### config.mk
export PLATFORM = sky130hd
export DESIGN_NAME = irq_vector_ctrl
export DESIGN_NICKNAME = d
export VERILOG_FILES = /design/src/rtl/irqc_pkg.sv /design/src/rtl/irqc_datapath.sv /design/src/rtl/irqc_control.sv /design/src/rtl/irq_vector_ctrl.sv
export SDC_FILE = /design/constraint.sdc
export NUM_CORES = 1
export LEC_CHECK = 0
export ABC_AREA = 1
export BUFFER_PORTS_ARGS = -buffer_cell sky130_fd_sc_hd__buf_2
export CAP_MARGIN = 30
export CORE_UTILIZATION = 45
export DETAILED_ROUTE_END_ITERATION = 10
export PLACE_DENSITY = 0.81
export SYNTH_ARGS = -nofsm -noshare
export SYNTH_HDL_FRONTEND = slang
export SYNTH_SLANG_ARGS = --single-unit
### constraint.sdc
create_clock -name clk -period 1.49 [get_ports clk]
set_input_delay 0.0745 -clock clk [delete_from_list [all_inputs] [get_ports clk]]
set_output_delay 0.0745 -clock clk [all_outputs]
set_load 0.005 [all_outputs]
### src/rtl/irqc_pkg.sv
package irqc_pkg;
  typedef struct packed {
    logic capture;
    logic loadHigh;
    logic loadLow;
  } irqc_strobe_t;
endpackage

### src/rtl/irqc_datapath.sv
module irqc_datapath
  import irqc_pkg::*;
#(
  parameter int NSRC       = 10,
  parameter int VEC_W      = 16,
  parameter int VEC_BASE   = 3,
  parameter int VEC_STRIDE = 8,
  parameter int SRCW       = (NSRC > 1) ? $clog2(NSRC) : 1
) (
  input  logic             clk,
  input  logic             rstN,
  input  irqc_strobe_t     strb,
  input  logic [NSRC-1:0]  reqFlags,
  input  logic [NSRC-1:0]  srcEn,
  input  logic             globalEn,
  input  logic [NSRC-1:0]  srcPrio,
  output logic             hiAny,
  output logic             loAny,
  output logic [VEC_W-1:0] ackVector,
  output logic [SRCW-1:0]  ackSrc
);

  logic [NSRC-1:0] gated;
  logic [NSRC-1:0] sampled;
  logic [NSRC-1:0] hiReq;
  logic [NSRC-1:0] loReq;
  logic [SRCW-1:0] hiIdx;
  logic [SRCW-1:0] loIdx;
  logic [SRCW-1:0] winIdx;
  logic [VEC_W-1:0] winVec;

  // per-source masking ahead of the sample register
  for (genvar g = 0; g < NSRC; g++) begin : g_gate
    assign gated[g] = reqFlags[g] & srcEn[g] & globalEn;
    assign hiReq[g] = sampled[g] & srcPrio[g];
    assign loReq[g] = sampled[g] & ~srcPrio[g];
  end

  always_ff @(posedge clk or negedge rstN) begin
    if (!rstN) sampled <= '0;
    else if (strb.capture) sampled <= gated;
  end

  function automatic logic [SRCW-1:0] lowestSet(input logic [NSRC-1:0] v);
    logic [SRCW-1:0] r;
    r = '0;
    for (int i = NSRC - 1; i >= 0; i--) begin
      if (v[i]) r = SRCW'(i);
    end
    return r;
  endfunction

  assign hiAny  = |hiReq;
  assign loAny  = |loReq;
  assign hiIdx  = lowestSet(hiReq);
  assign loIdx  = lowestSet(loReq);
  assign winIdx = strb.loadHigh ? hiIdx : loIdx;
  assign winVec = VEC_W'(VEC_BASE + VEC_STRIDE * int'(winIdx));

  always_ff @(posedge clk or negedge rstN) begin
    if (!rstN) begin
      ackVector <= '0;
      ackSrc    <= '0;
    end else if (strb.loadHigh || strb.loadLow) begin
      ackVector <= winVec;
      ackSrc    <= winIdx;
    end
  end

  // the sample register moves only on a capture strobe
  p_sample_hold_r1: assert property (@(posedge clk) disable iff (!rstN)
    !strb.capture |=> $stable(sampled));

  // a low-level grant never happens while a high-level request waits
  p_low_yields_r4: assert property (@(posedge clk) disable iff (!rstN)
    strb.loadLow |-> !hiAny);

  p_single_load_r4: assert property (@(posedge clk) disable iff (!rstN)
    $onehot0({strb.loadHigh, strb.loadLow}));

endmodule

### src/rtl/irqc_control.sv
module irqc_control
  import irqc_pkg::*;
(
  input  logic         clk,
  input  logic         rstN,
  input  logic         sampleStb,
  input  logic         lastCycle,
  input  logic         retiInstr,
  input  logic         ieIpAccess,
  input  logic         hiAny,
  input  logic         loAny,
  output irqc_strobe_t strb,
  output logic         ackPulse,
  output logic         ackHigh,
  output logic         inProgHigh,
  output logic         inProgLow
);

  logic pollOk;
  logic retiEnd;
  logic grantHigh;
  logic grantLow;

  assign pollOk    = sampleStb && lastCycle && !retiInstr && !ieIpAccess;
  assign retiEnd   = sampleStb && lastCycle && retiInstr;
  assign grantHigh = pollOk && hiAny && !inProgHigh;
  assign grantLow  = pollOk && !grantHigh && loAny && !inProgHigh && !inProgLow;

  always_comb begin
    strb          = '0;
    strb.capture  = sampleStb;
    strb.loadHigh = grantHigh;
    strb.loadLow  = grantLow;
  end

  always_ff @(posedge clk or negedge rstN) begin
    if (!rstN) begin
      ackPulse   <= 1'b0;
      ackHigh    <= 1'b0;
      inProgHigh <= 1'b0;
      inProgLow  <= 1'b0;
    end else begin
      ackPulse <= grantHigh || grantLow;
      if (grantHigh || grantLow) ackHigh <= grantHigh;
      if (grantHigh) inProgHigh <= 1'b1;
      else if (retiEnd && inProgHigh) inProgHigh <= 1'b0;
      if (grantLow) inProgLow <= 1'b1;
      else if (retiEnd && !inProgHigh) inProgLow <= 1'b0;
    end
  end

  // an acknowledge follows only an unblocked final-cycle strobe
  p_ack_gated_r2: assert property (@(posedge clk) disable iff (!rstN)
    ackPulse |-> $past(sampleStb && lastCycle && !retiInstr && !ieIpAccess));

  // the acknowledged level is marked busy
  p_busy_marked_r6: assert property (@(posedge clk) disable iff (!rstN)
    ackPulse |-> (ackHigh ? inProgHigh : inProgLow));

  // nothing is acknowledged while the high level is busy
  p_high_busy_blocks_r6: assert property (@(posedge clk) disable iff (!rstN)
    (sampleStb && inProgHigh) |=> !ackPulse);

  // a return releases the high level first
  p_reti_high_first_r7: assert property (@(posedge clk) disable iff (!rstN)
    (sampleStb && lastCycle && retiInstr && inProgHigh) |=> (!inProgHigh && $stable(inProgLow)));

endmodule

### src/rtl/irq_vector_ctrl.sv
module irq_vector_ctrl
  import irqc_pkg::*;
#(
  parameter int NSRC       = 10,
  parameter int VEC_W      = 16,
  parameter int VEC_BASE   = 3,
  parameter int VEC_STRIDE = 8,
  localparam int SRCW      = (NSRC > 1) ? $clog2(NSRC) : 1
) (
  input  logic             clk,
  input  logic             rstN,
  input  logic             sampleStb,
  input  logic [NSRC-1:0]  reqFlags,
  input  logic             globalEn,
  input  logic [NSRC-1:0]  srcEn,
  input  logic [NSRC-1:0]  srcPrio,
  input  logic             lastCycle,
  input  logic             retiInstr,
  input  logic             ieIpAccess,
  output logic             ackPulse,
  output logic [VEC_W-1:0] ackVector,
  output logic [SRCW-1:0]  ackSrc,
  output logic             ackHigh,
  output logic             inProgHigh,
  output logic             inProgLow
);

  irqc_strobe_t strb;
  logic hiAny;
  logic loAny;

  irqc_control ctrl_i (
    .clk        (clk),
    .rstN       (rstN),
    .sampleStb  (sampleStb),
    .lastCycle  (lastCycle),
    .retiInstr  (retiInstr),
    .ieIpAccess (ieIpAccess),
    .hiAny      (hiAny),
    .loAny      (loAny),
    .strb       (strb),
    .ackPulse   (ackPulse),
    .ackHigh    (ackHigh),
    .inProgHigh (inProgHigh),
    .inProgLow  (inProgLow)
  );

  irqc_datapath #(
    .NSRC       (NSRC),
    .VEC_W      (VEC_W),
    .VEC_BASE   (VEC_BASE),
    .VEC_STRIDE (VEC_STRIDE),
    .SRCW       (SRCW)
  ) dp_i (
    .clk       (clk),
    .rstN      (rstN),
    .strb      (strb),
    .reqFlags  (reqFlags),
    .srcEn     (srcEn),
    .globalEn  (globalEn),
    .srcPrio   (srcPrio),
    .hiAny     (hiAny),
    .loAny     (loAny),
    .ackVector (ackVector),
    .ackSrc    (ackSrc)
  );

endmodule

Yosys cells after proc, flatten, opt, wreduce, memory -nomap -nowiden
Cells that the tools add are included.
{"block": "word_totals", "reg_bits": 34, "inputBits": 37, "output_inout_bits": 24}
{"block": "op_classes", "n_addsub": 1, "muxes": 25, "bitwise_logic": 50, "reduce_logical": 22}
{"cell": "$mux W4", "n": 21}
{"cell": "$and A1 B1 Y1", "n": 40}
{"cell": "$reduce_or A10 Y1", "n": 2}
{"cell": "$logic_and A1 B1 Y1", "n": 12}
{"cell": "$not A1 Y1", "n": 10}
{"cell": "$add A2 B7 Y8 const A", "n": 1}
{"cell": "$logic_not A1 Y1", "n": 5}
{"cell": "$mux W1", "n": 4}
{"cell": "$reduce_bool A2 Y1", "n": 2}
{"cell": "$logic_or A1 B1 Y1", "n": 1}

Longest topological paths before layout
Gate-level depths: netlist (run 1).
{"block": "logic_depth", "depth_word": 14, "mapped_depth": 14, "ltp_nobuf": 14}

Cells and area by module
Synthesis (run 1) repeated with hierarchy kept, for this count alone.
{"block": "unflattened", "hier_cells": 178, "area_unflattened_um2": 1239.9}
{"module": "irqc_datapath", "instances": 1, "cells_per_inst": 148, "area_each_um2": 1018.5}
{"module": "irqc_control", "instances": 1, "cells_per_inst": 30, "area_each_um2": 221.5}

Least setup slack after synthesis (run 1)
Ideal clock, no wire load.
{"block": "synth_path", "path_type": "register to register", "startpoint": "reg ctrl_i.inProgHigh", "endpoint": "reg dp_i.ackSrc[0]", "arrival_time_ns": 1.213, "path_slack_ns": 0.160, "path_stages_with_launch": 7, "path_cell_list": "dfrtp_1 > nor4_4 > nand3_2 > nand2_4 > inv_2 > nand2_1 > nand2_1"}
{"block": "synth_via", "elab_chain_cells": 8, "word_cells_on_any_way": 9}
{"item": "start: declaration", "line": "irqc_control.sv:15", "source": "output logic inProgHigh,"}
{"item": "start signal: assignment", "line": "irqc_control.sv:40", "source": "inProgHigh <= 1'b0;"}
{"item": "start signal: assignment", "line": "irqc_control.sv:45", "source": "if (grantHigh) inProgHigh <= 1'b1;"}
{"item": "start signal: assignment", "line": "irqc_control.sv:46", "source": "else if (retiEnd && inProgHigh) inProgHigh <= 1'b0;"}
{"item": "$logic_not A1 Y1 (*)", "line": "irqc_control.sv:26, irqc_control.sv:27"}
{"item": "$logic_and A1 B1 Y1", "line": "irqc_control.sv:26", "source": "assign grantHigh = pollOk && hiAny && !inProgHigh;"}
{"item": "$logic_not A1 Y1", "line": "irqc_control.sv:27", "source": "assign grantLow = pollOk && !grantHigh && loAny && !inProgHigh && !inProgLow;"}
{"item": "$logic_and A1 B1 Y1 (4 in a row)", "line": "irqc_control.sv:27"}
{"item": "$logic_or A1 B1 Y1", "line": "irqc_datapath.sv:64", "source": "end else if (strb.loadHigh || strb.loadLow) begin"}
{"item": "end signal: assignment", "line": "irqc_datapath.sv:66", "source": "ackSrc <= winIdx;"}
{"item": "end: declaration", "line": "irqc_datapath.sv:20", "source": "output logic [SRCW-1:0] ackSrc"}
Every way passes the cells marked *; elsewhere a longest branch is shown, timed or not.
A chain may end at the register's enable or synchronous reset.

Worst setup path after layout (run 1)
{"block": "layout_path", "startpoint": "reg dp_i.sampled[2]", "endpoint": "reg dp_i.ackVector[1]"}
{"block": "layout_via", "elab_chain_cells": 10, "word_cells_on_any_way": 12}
{"item": "start: declaration", "line": "irqc_datapath.sv:24", "source": "logic [NSRC-1:0] sampled;"}
{"item": "start signal: assignment", "line": "irqc_datapath.sv:41", "source": "else if (strb.capture) sampled <= gated;"}
{"item": "$and A1 B1 Y1", "line": "irqc_datapath.sv:35", "source": "assign hiReq[g] = sampled[g] & srcPrio[g];"}
{"item": "$reduce_or A10 Y1", "line": "irqc_datapath.sv:53", "source": "assign hiAny = |hiReq;"}
{"item": "$logic_and A1 B1 Y1 (2 in a row)", "line": "irqc_control.sv:26"}
{"item": "$logic_not A1 Y1", "line": "irqc_control.sv:27"}
{"item": "$logic_and A1 B1 Y1 (4 in a row)", "line": "irqc_control.sv:27"}
{"item": "$logic_or A1 B1 Y1 (*)", "line": "irqc_datapath.sv:64"}
{"item": "end signal: assignment", "line": "irqc_datapath.sv:65", "source": "ackVector <= winVec;"}
{"item": "end: declaration", "line": "irqc_datapath.sv:19", "source": "output logic [VEC_W-1:0] ackVector,"}
Marked as above.

==> flow_metrics.tcl, run 1 <==
set metrics [dict create \
    max_freq_ghz 0.676 \
    cts-buffers-inserted 3 \
    utilization 0.644 \
    postRouteAntennaNets 0 \
    dpl.hpwl_um 1860 \
    clockRootBuffer "clkbuf_4" \
    ir_drop_mv 0.669 \
    seq_power_share 0.476 \
    finClkSkew_ps 5.20 \
    design_area_um2 1640 \
    synth_top_family_by_area "simple AND/OR/NAND/NOR gates" \
    status "finished, violations left" \
    hold_depth 3 \
    synthSimpleGateAreaFrac 0.372 \
    via_per_inst 4.62 \
    placed_cells 241 \
    synth_cell_type_count 27 \
    finalPower_mw 1.34 \
    violations "negative hold slack" \
    switching_share 0.317 \
    die_w_um 54.5 \
    cts_tree "yes" \
    vias 1202 \
    p_leak_nw 0.935 \
    reg2regPathDepth 8 \
    grt_max_degree 20 \
    io-pin-count 61 \
    cts.sinks 19 \
    yosys.area_share.adder 0 \
    initial_core_util 0.488 \
    nets 268 \
    grtUsageTotal 0.189 \
    grt-ovfl-total 0 \
    firstDrtPassIters 6 \
    yosys.area.top_type "dfrtp_1" \
    hold_slack_ps -3.50 \
    yosys-top-cells-count "nand2_1 (66), dfrtp_1 (19), inv_1 (16), buf_4 (15), o22ai_1 (11)" \
    finalSetupViolCount 0 \
    fin_tns_setup_ps 0 \
    synthMuxAreaShare 0 \
    yosysWarnings 0 \
    fp.dieArea_um2 2970 \
    p_clk_frac 0.194 \
    powerDensity_nw_per_um2 819 \
    core.rowCount 18 \
    drc_errors 0 \
    ys_seq_elements 19 \
    start_kind "flip-flop" \
    synth_cells 167 \
    net-switching-power_mw 0.425 \
    synth-async-reset-ratio 1.00 \
    syn2layout_area_growth_pct 32.0 \
    dpl_cell_area_um2 1450 \
    rsz0062_at_grt "true" \
    antenna_found_initial 0 \
    synthXorXnorAreaFrac 0 \
    hold_viol 3 \
    coreArea_um2 2540 \
    first_iter_violations 8 \
    clkTransAtPathRegs_ps 100 \
    dieHeight_um 54.5 \
    synth_area_leaders "dfrtp_1 (38%), nand2_1 (20%), buf_4 (9.1%)" \
    io_buffers 50 \
    pre_cts_slack_ps 40.6 \
    p_int_mw 0.916 \
    fillCellCount 253 \
    cap_viol_max_count 0 \
    synth_area_per_cell_um2 7.43 \
    clk_latency_ps 300 \
    wl_per_cell_um 9.65 \
    crit_fanout 7 \
    worst-setup-path-type "reg -> reg" \
    worstPathRequired_ps 1680 \
    grt_pass1_wl_um 4000 \
    htree_levels 1 \
    drive_gt1_frac 0.348 \
    final_cells 260 \
    n_antenna_cell 0 \
    synth_edf_count 0 \
    synth-seq-area-share 0.383 \
    yosysMostFrequentCell "nand2_1" \
    power_frac_comb 0.331 \
    post-route-period-util 0.993 \
    period_minus_slack_ps 1480 \
    worstSetupEndpointType "flip-flop" \
    finalWeightedCongestion 0.841 \
    yosys_most_used_dff "dfrtp_1" \
    synth_top_area_frac 0.383 \
    syn_area_um2 1240 \
    hold_class "in -> reg" \
    layout_setup_ws_ps 10.5 \
    worst_ep_arrival_time_ps 1670 \
    wl_um 2510 \
    drv_slew 0 \
    synth_compound_area_frac 0.0968 \
    grt_pass1_vias 1062 \
    cts_buffer_depth 2 \
]
[path summary, 6_finish.rpt]
check | slack (ps) | end | from
max | 10 | dp_i.ackVector[1] | dp_i.sampled[2]
min | -4 | dp_i.sampled[3] | srcEn[3]
max reg2reg | 10 | dp_i.ackVector[1] | dp_i.sampled[2]
min reg2reg | 490 | dp_i.ackSrc[3] | dp_i.ackSrc[3]
max in group asynchronous | 980 | dp_i.ackSrc[0] | rstN
min in group asynchronous | 220 | dp_i.sampled[9] | rstN
[power groups by stage]
stage                     clock, mW  sequential [mW]  combinational (mW)
final                         0.260            0.638               0.443
after global routing          0.290            0.652               0.507
after CTS                     0.261            0.640               0.397
after detailed placement          0            0.650               0.386
after global placement            0            0.646               0.381
after floorplan                   0            0.655               0.262
[registers in the layout (all words and copies together), names as in the netlist]
| register | flops |
|---|---|
| dp_i.ackSrc | 4 |
| dp_i.sampled | 10 |
| ctrl_i.ackHigh | 1 |
| dp_i.ackVector | 1 |
| ctrl_i.inProgHigh | 1 |
| ctrl_i.inProgLow | 1 |
| ctrl_i.ackPulse | 1 |
[layout by cell type (no fill, tap or decap), types with 2 or more instances in the layout]
cell type / n
conb_1: 10
nand2_2: 6
inv_1: 15
nor2_2: 2
o21ai_1: 2
nand3_1: 2
nor2_1: 2
dfrtp_1: 19
clkbuf_4: 3
o21ai_0: 3
buf_2: 50
nand2_1: 63
or2_4: 2
dlygate4sd3_1: 8
buf_4: 7
o22ai_1: 11
nor2_4: 2
nand2_4: 2
nand4_1: 2
inv_2: 2
or2_1: 6
[kinds of logic (layout without fill, tap and decap cells)]
kind of cell	after synthesis	count (layout)
other cells	1	10
simple gates	94	95
compound gates	20	20
flops	19	19
buf+inv	33	86
[critical path: stages (launching register included)]
cell,delay [ps]
dfrtp_1,400
inv_2,60
or2_1,140
nand4_1,150
nor2_2,180
nand2_2,60
nand3_2,100
nand2_4,80
or2_1,200
[metal layers]
| layer | up-vias | routed length, um | GRT usage | share of wire |
|---|---|---|---|---|
| li1 | 635 | - | - | - |
| met1 | 518 | 1020 | 0.203 | 0.41 |
| met4 | 0 | 21 | 0.0385 | 0.0084 |
| met5 | - | 0 | 0 | 0 |
| met3 | 4 | 137 | 0.0583 | 0.055 |
| met2 | 45 | 1330 | 0.358 | 0.53 |
[final cells by class]
| type | count | area, um^2 | share of cell area |
|---|---|---|---|
| multi-input cells | 125 | 652 | 0.398 |
| flip-flops and latches | 19 | 475 | 0.290 |
| repair buffers | 65 | 383 | 0.234 |
| inverters | 17 | 63.8 | 0.0390 |
| well taps | 30 | 37.5 | 0.0229 |
| clock buffers | 4 | 26.3 | 0.0160 |
[timing repair]
action	4_1_cts	5_1_grt
gates resized for setup	0	8
hold buffers	4	4
buffers inserted	0	6
endpoints found under the hold margin	22	3
endpoints found under the setup margin	0	5
Note: power is estimated with default switching activity, not from simulation.
==> run 2: changes to the inputs <==
--- a/config.mk
+++ b/config.mk
@@ -8,6 +8,7 @@
 export ABC_AREA = 1
 export BUFFER_PORTS_ARGS = -buffer_cell sky130_fd_sc_hd__buf_2
 export CAP_MARGIN = 30
+export CORE_MARGIN = 8
 export CORE_UTILIZATION = 45
 export DETAILED_ROUTE_END_ITERATION = 10
 export PLACE_DENSITY = 0.81
==> constraint.sdc (replaced) <==
create_clock -name clk -period 1.49 [get_ports clk]
set_input_delay 0.298 -clock clk [delete_from_list [all_inputs] [get_ports clk]]
set_output_delay 0.298 -clock clk [all_outputs]
set_load 0.005 [all_outputs]
==> run 2 against run 1 <==
Against the previous run:
- the flow now finishes without violations
- clock power is essentially flat
- sequential cell count unchanged
- setup slack improved by 13 ps
- sequential share of layout area grew 1.6 points
- combinational power fell by 5.6%
- core utilization is 6.5 points lower
- routed wire length rose by 16%
- global-route usage shrank 6.8 points
- clock-buffer cell count unchanged
- critical path type unchanged
- largest power group unchanged
==> flow_metrics.tcl, run 2 (synthesis results as in run 1) <==
set metrics [dict create \
    cts_buffer_depth 2 \
    top_regs "dp_i.sampled: 10 flops, dp_i.ackSrc: 4 flops" \
    ir_drop_mv 0.763 \
    grt_pass1_vias 1093 \
    coreArea_um2 2690 \
    worst_ep_arrival_time_ps 1660 \
    grt_pass1_wl_um 4380 \
    finalWeightedCongestion 0.824 \
    wl_per_cell_um 11.5 \
    drive_gt1_frac 0.342 \
    largest_reg_flops 10 \
    hold_viol 0 \
    cts_tree "yes" \
    core.rowCount 19 \
    postRouteAntennaNets 0 \
    start_kind "flip-flop" \
    io-pin-count 61 \
    clk_latency_ps 290 \
    nets 260 \
    rsz0062_at_grt "true" \
    cts-buffers-inserted 3 \
    clkTransAtPathRegs_ps 100 \
    wl_um 2910 \
    finalSetupViolCount 0 \
    utilization 0.578 \
    vias 1174 \
    grt-ovfl-total 0 \
    drv_slew 0 \
    htree_levels 1 \
    first_iter_violations 16 \
    worstPathRequired_ps 1680 \
    n_antenna_cell 0 \
    fp.dieArea_um2 4690 \
    fillCellCount 292 \
    worstSetupEndpointType "flip-flop" \
    finClkSkew_ps 0.729 \
    initial_core_util 0.462 \
    final_cells 253 \
    antenna_found_initial 0 \
    max_freq_ghz 0.682 \
    worst-setup-path-type "reg -> reg" \
    clockRootBuffer "clkbuf_4" \
    crit_fanout 7 \
    grt_max_degree 20 \
    p_leak_nw 0.901 \
    dieHeight_um 68.5 \
    syn2layout_area_growth_pct 25.2 \
    io_buffers 50 \
    dpl.hpwl_um 2350 \
    ff_latch_area_um2 475 \
    final_common_cell "nand2_1" \
    multi_input_area_um2 644 \
    hold_class "in -> reg" \
    finalPower_mw 1.31 \
    post-route-period-util 0.984 \
    via_per_inst 4.64 \
    drc_errors 0 \
    final_cell_mix "nand2_1 (66), buf_2 (50), dfrtp_1 (19)" \
    powerDensity_nw_per_um2 845 \
    period_minus_slack_ps 1470 \
    firstDrtPassIters 4 \
    grtUsageTotal 0.121 \
    largest-register "dp_i.sampled" \
    die_w_um 68.5 \
    status "finished, final reports clean" \
    cts.sinks 19 \
    cap_viol_max_count 0 \
    placed_cells 242 \
]
## run 2: cell count changes in the layout (fill, tap and decap cells not counted), sizes merged
cell / previous run / this run
buf: 57 / 56
dlygate4sd3: 8 / 1
## run 2: per-layer routing
metal / track usage / vias up / wire length [um]
li1: - / 620 / -
met1: 0.130 / 513 / 1170
met2: 0.215 / 39 / 1430
met3: 0.0533 / 2 / 295
met4: 0.0230 / 0 / 10
met5: 0 / - / 0
## run 2: path summary, 6_finish.rpt
check	start	endpoint	slack [ps]	depth (start not counted)
setup / recovery	dp_i.sampled[3]	dp_i.ackVector[1]	20	8
hold / removal	srcEn[8]	dp_i.sampled[8]	230	3
hold reg to reg	ctrl_i.ackHigh	ctrl_i.ackHigh	490	2
min in group asynchronous	rstN	ctrl_i.inProgHigh	460	2
max in group asynchronous	rstN	dp_i.sampled[2]	730	2
setup reg to reg	dp_i.sampled[3]	dp_i.ackVector[1]	20	8
## run 2: critical path, stage by stage, from the launching register on
cell and delay (ps):
dfrtp_1 390, inv_1 70, or2_1 140, nand4_1 150
nor2_2 170, nand2_2 90, nand3_4 80, nand2_4 80
or2_1 200
## run 2: power breakdown
part	switching, mW	leakage [nW]	internal (mW)
Sequential	0.0486	0.250	0.591
Combinational	0.222	0.636	0.196
Clock	0.153	0.0150	0.104
Total	0.423	0.901	0.891
## run 2: repair_timing
item,4_1_cts,5_1_grt
endpoints found under the setup margin,0,5
resized for setup,0,3
hold endpoints to repair,19,0
hold buffers,1,0
setup buffers,0,5
## run 2: stage by stage
step                      setup slack [ps]  setup TNS [ps]  hold WS, ps  instance area [um^2]
after floorplan                        160               0         2.41                  1270
after global placement                56.6               0          252                  1460
final                                 23.3               0          227                  1550
after detailed placement              27.9               0          262                  1460
after CTS                             11.5               0          215                  1490
after global routing                 -88.6            -230          207                  1550
## run 2: layout make-up
class,count,area share
inverter,17,0.0411
clock buffer,4,0.0169
sequential,19,0.306
multi-input combinational,125,0.415
tap,31,0.0250
timing repair buffer,57,0.196
==> run 3: changes to the inputs <==
--- a/config.mk
+++ b/config.mk
@@ -9,9 +9,9 @@
 export BUFFER_PORTS_ARGS = -buffer_cell sky130_fd_sc_hd__buf_2
 export CAP_MARGIN = 30
 export CORE_MARGIN = 8
-export CORE_UTILIZATION = 45
+export CORE_UTILIZATION = 49
 export DETAILED_ROUTE_END_ITERATION = 10
-export PLACE_DENSITY = 0.81
+export PLACE_DENSITY = 0.85
 export SYNTH_ARGS = -nofsm -noshare
 export SYNTH_HDL_FRONTEND = slang
 export SYNTH_SLANG_ARGS = --single-unit
==> constraint.sdc (replaced) <==
create_clock -name clk -period 1.9 [get_ports clk]
set_input_delay 0.38 -clock clk [delete_from_list [all_inputs] [get_ports clk]]
set_output_delay 0.38 -clock clk [all_outputs]
set_load 0.005 [all_outputs]
==> run 3 against run 2 <==
Against the previous run:
- combinational power decreased by 26%
- critical endpoint unchanged
- clock power decreased by 21%
- largest power group unchanged
- design area decreased by 4.8%
- hold slack got worse by 230 ps
- global-route usage increased by 1.1 points
- non-clock buffer count decreased by 6
==> flow_metrics.tcl, run 3 (synthesis results as in run 1) <==
set metrics [dict create \
    final_cell_mix "nand2_1 (66), buf_2 (50), dfrtp_1 (19)" \
    postRouteAntennaNets 0 \
    clk_latency_ps 290 \
    ctsResizeCount 0 \
    status "finished, final reports clean" \
    worst-setup-path-type "reg -> reg" \
    clkTransAtPathRegs_ps 110 \
    final_common_cell "nand2_1" \
    finalSetupViolCount 0 \
    coreArea_um2 2430 \
    reg2regPathDepth 7 \
    rsz0062_at_grt "false" \
    drc_errors 0 \
    drv_slew 0 \
    htree_levels 1 \
    cpPeakStageDelay_ps 390 \
    p_int_mw 0.688 \
    hold_class "in -> async" \
    initial_core_util 0.510 \
    p_leak_nw 0.869 \
    finClkSkew_ps 3.97 \
    drive_gt1_frac 0.321 \
    top_regs "dp_i.sampled: 10 flops, dp_i.ackSrc: 4 flops" \
    powerDensity_nw_per_um2 683 \
    period_minus_slack_ps 1470 \
    fin_tns_setup_ps 0 \
    wl_um 2820 \
    antenna_found_initial 0 \
    gr-usage-met2 0.241 \
    post-route-period-util 0.774 \
    wl_per_cell_um 11.5 \
    worst_ep_arrival_time_ps 1660 \
    io_buffers 50 \
    ctsHoldBuffers 0 \
    hold_slack_ps 0.241 \
    die_w_um 66.3 \
    clockRootBuffer "clkbuf_4" \
    largest-register "dp_i.sampled" \
    core.rowCount 18 \
    ir_drop_mv 0.492 \
    worstSetupEndpointType "flip-flop" \
    use_met1 0.136 \
    grt_pass1_wl_um 4750 \
    grt_max_degree 20 \
    grt_busiest_layer "met2" \
    finalWeightedCongestion 0.848 \
    dpl.hpwl_um 2420 \
    cts_buffer_depth 2 \
    power_frac_comb 0.305 \
    cts.sinks 19 \
    start_kind "flip-flop" \
    switching_share 0.320 \
    worstPathRequired_ps 2090 \
    cts-buffers-inserted 3 \
    dieHeight_um 66.3 \
    hold_viol 0 \
    path_cells "nand2_1 > nand2_1 > nor2_2 > nand4_2 > nand2_4 > nand2_4 > or2_1" \
    cap_viol_max_count 0 \
    cp_slowest_cell "dfrtp_1" \
    fp.dieArea_um2 4400 \
    p_clk_frac 0.201 \
    first_iter_violations 24 \
    grt_pass1_vias 1187 \
    crit_fanout 9 \
    via_per_inst 4.77 \
    syn2layout_area_growth_pct 19.3 \
    cts_tree "yes" \
    rrSetupSlack_ps 430 \
    vias 1169 \
    largest_reg_flops 10 \
    grtUsageTotal 0.132 \
    n_antenna_cell 0 \
    firstDrtPassIters 4 \
    io-pin-count 61 \
    grt_use_met3 0.0339 \
    grt-ovfl-total 0 \
    seq_power_share 0.494 \
    nets 253 \
    net-switching-power_mw 0.324 \
    max_freq_ghz 0.680 \
    postCtsSetupBuffers 0 \
]
==> run 3: final cells by class <==
type / count / area (um^2)
flip-flops and latches: 19 / 475
multi-input cells: 124 / 619
repair buffers: 51 / 258
well taps: 30 / 37.5
fillers: 255 / 952
clock buffers: 4 / 26.3
inverters: 17 / 63.8
==> run 3: path summary, 6_finish.rpt <==
| check | start | to |
|---|---|---|
| setup / recovery | dp_i.sampled[1] | dp_i.ackVector[1] |
| hold / removal | rstN | dp_i.ackSrc[1] |
| setup reg to reg | dp_i.sampled[1] | dp_i.ackVector[1] |
| hold reg to reg | ctrl_i.ackHigh | ctrl_i.ackHigh |
| max in group asynchronous | rstN | dp_i.sampled[7] |
| min in group clk | srcEn[2] | dp_i.sampled[2] |
==> run 3: per-layer routing <==
metal,part of all wire,vias up
li1,-,605
met1,0.39,522
met2,0.51,37
met3,0.084,5
met4,0.012,0
met5,0,-
==> run 3: power groups by stage <==
stage | Clock [mW] | Combinational [mW] | Sequential, mW
2_1_floorplan | 0 | 0.205 | 0.513
3_3_place_gp | 0 | 0.303 | 0.508
3_5_place_dp | 0 | 0.315 | 0.509
4_1_cts | 0.210 | 0.316 | 0.500
5_1_grt | 0.229 | 0.352 | 0.510
6_report | 0.204 | 0.308 | 0.500
==> run 3: through the flow <==
step	util	instance area, um^2	power [mW]	instances	setup slack (ps)
final	0.609	1480	1.01	245	429
after global routing	0.609	1480	1.09	245	321
after CTS	0.609	1480	1.03	245	415
after detailed placement	0.598	1450	0.823	241	311
after global placement	0.598	1450	0.811	241	401
after floorplan	-	1270	0.719	176	570
==> run 3: worst max-delay path, delay by kind of cell (launching register included) <==
kind / cells / cell delay, ps
DFF: 1 / 390
and+or+nand+nor: 7 / 990
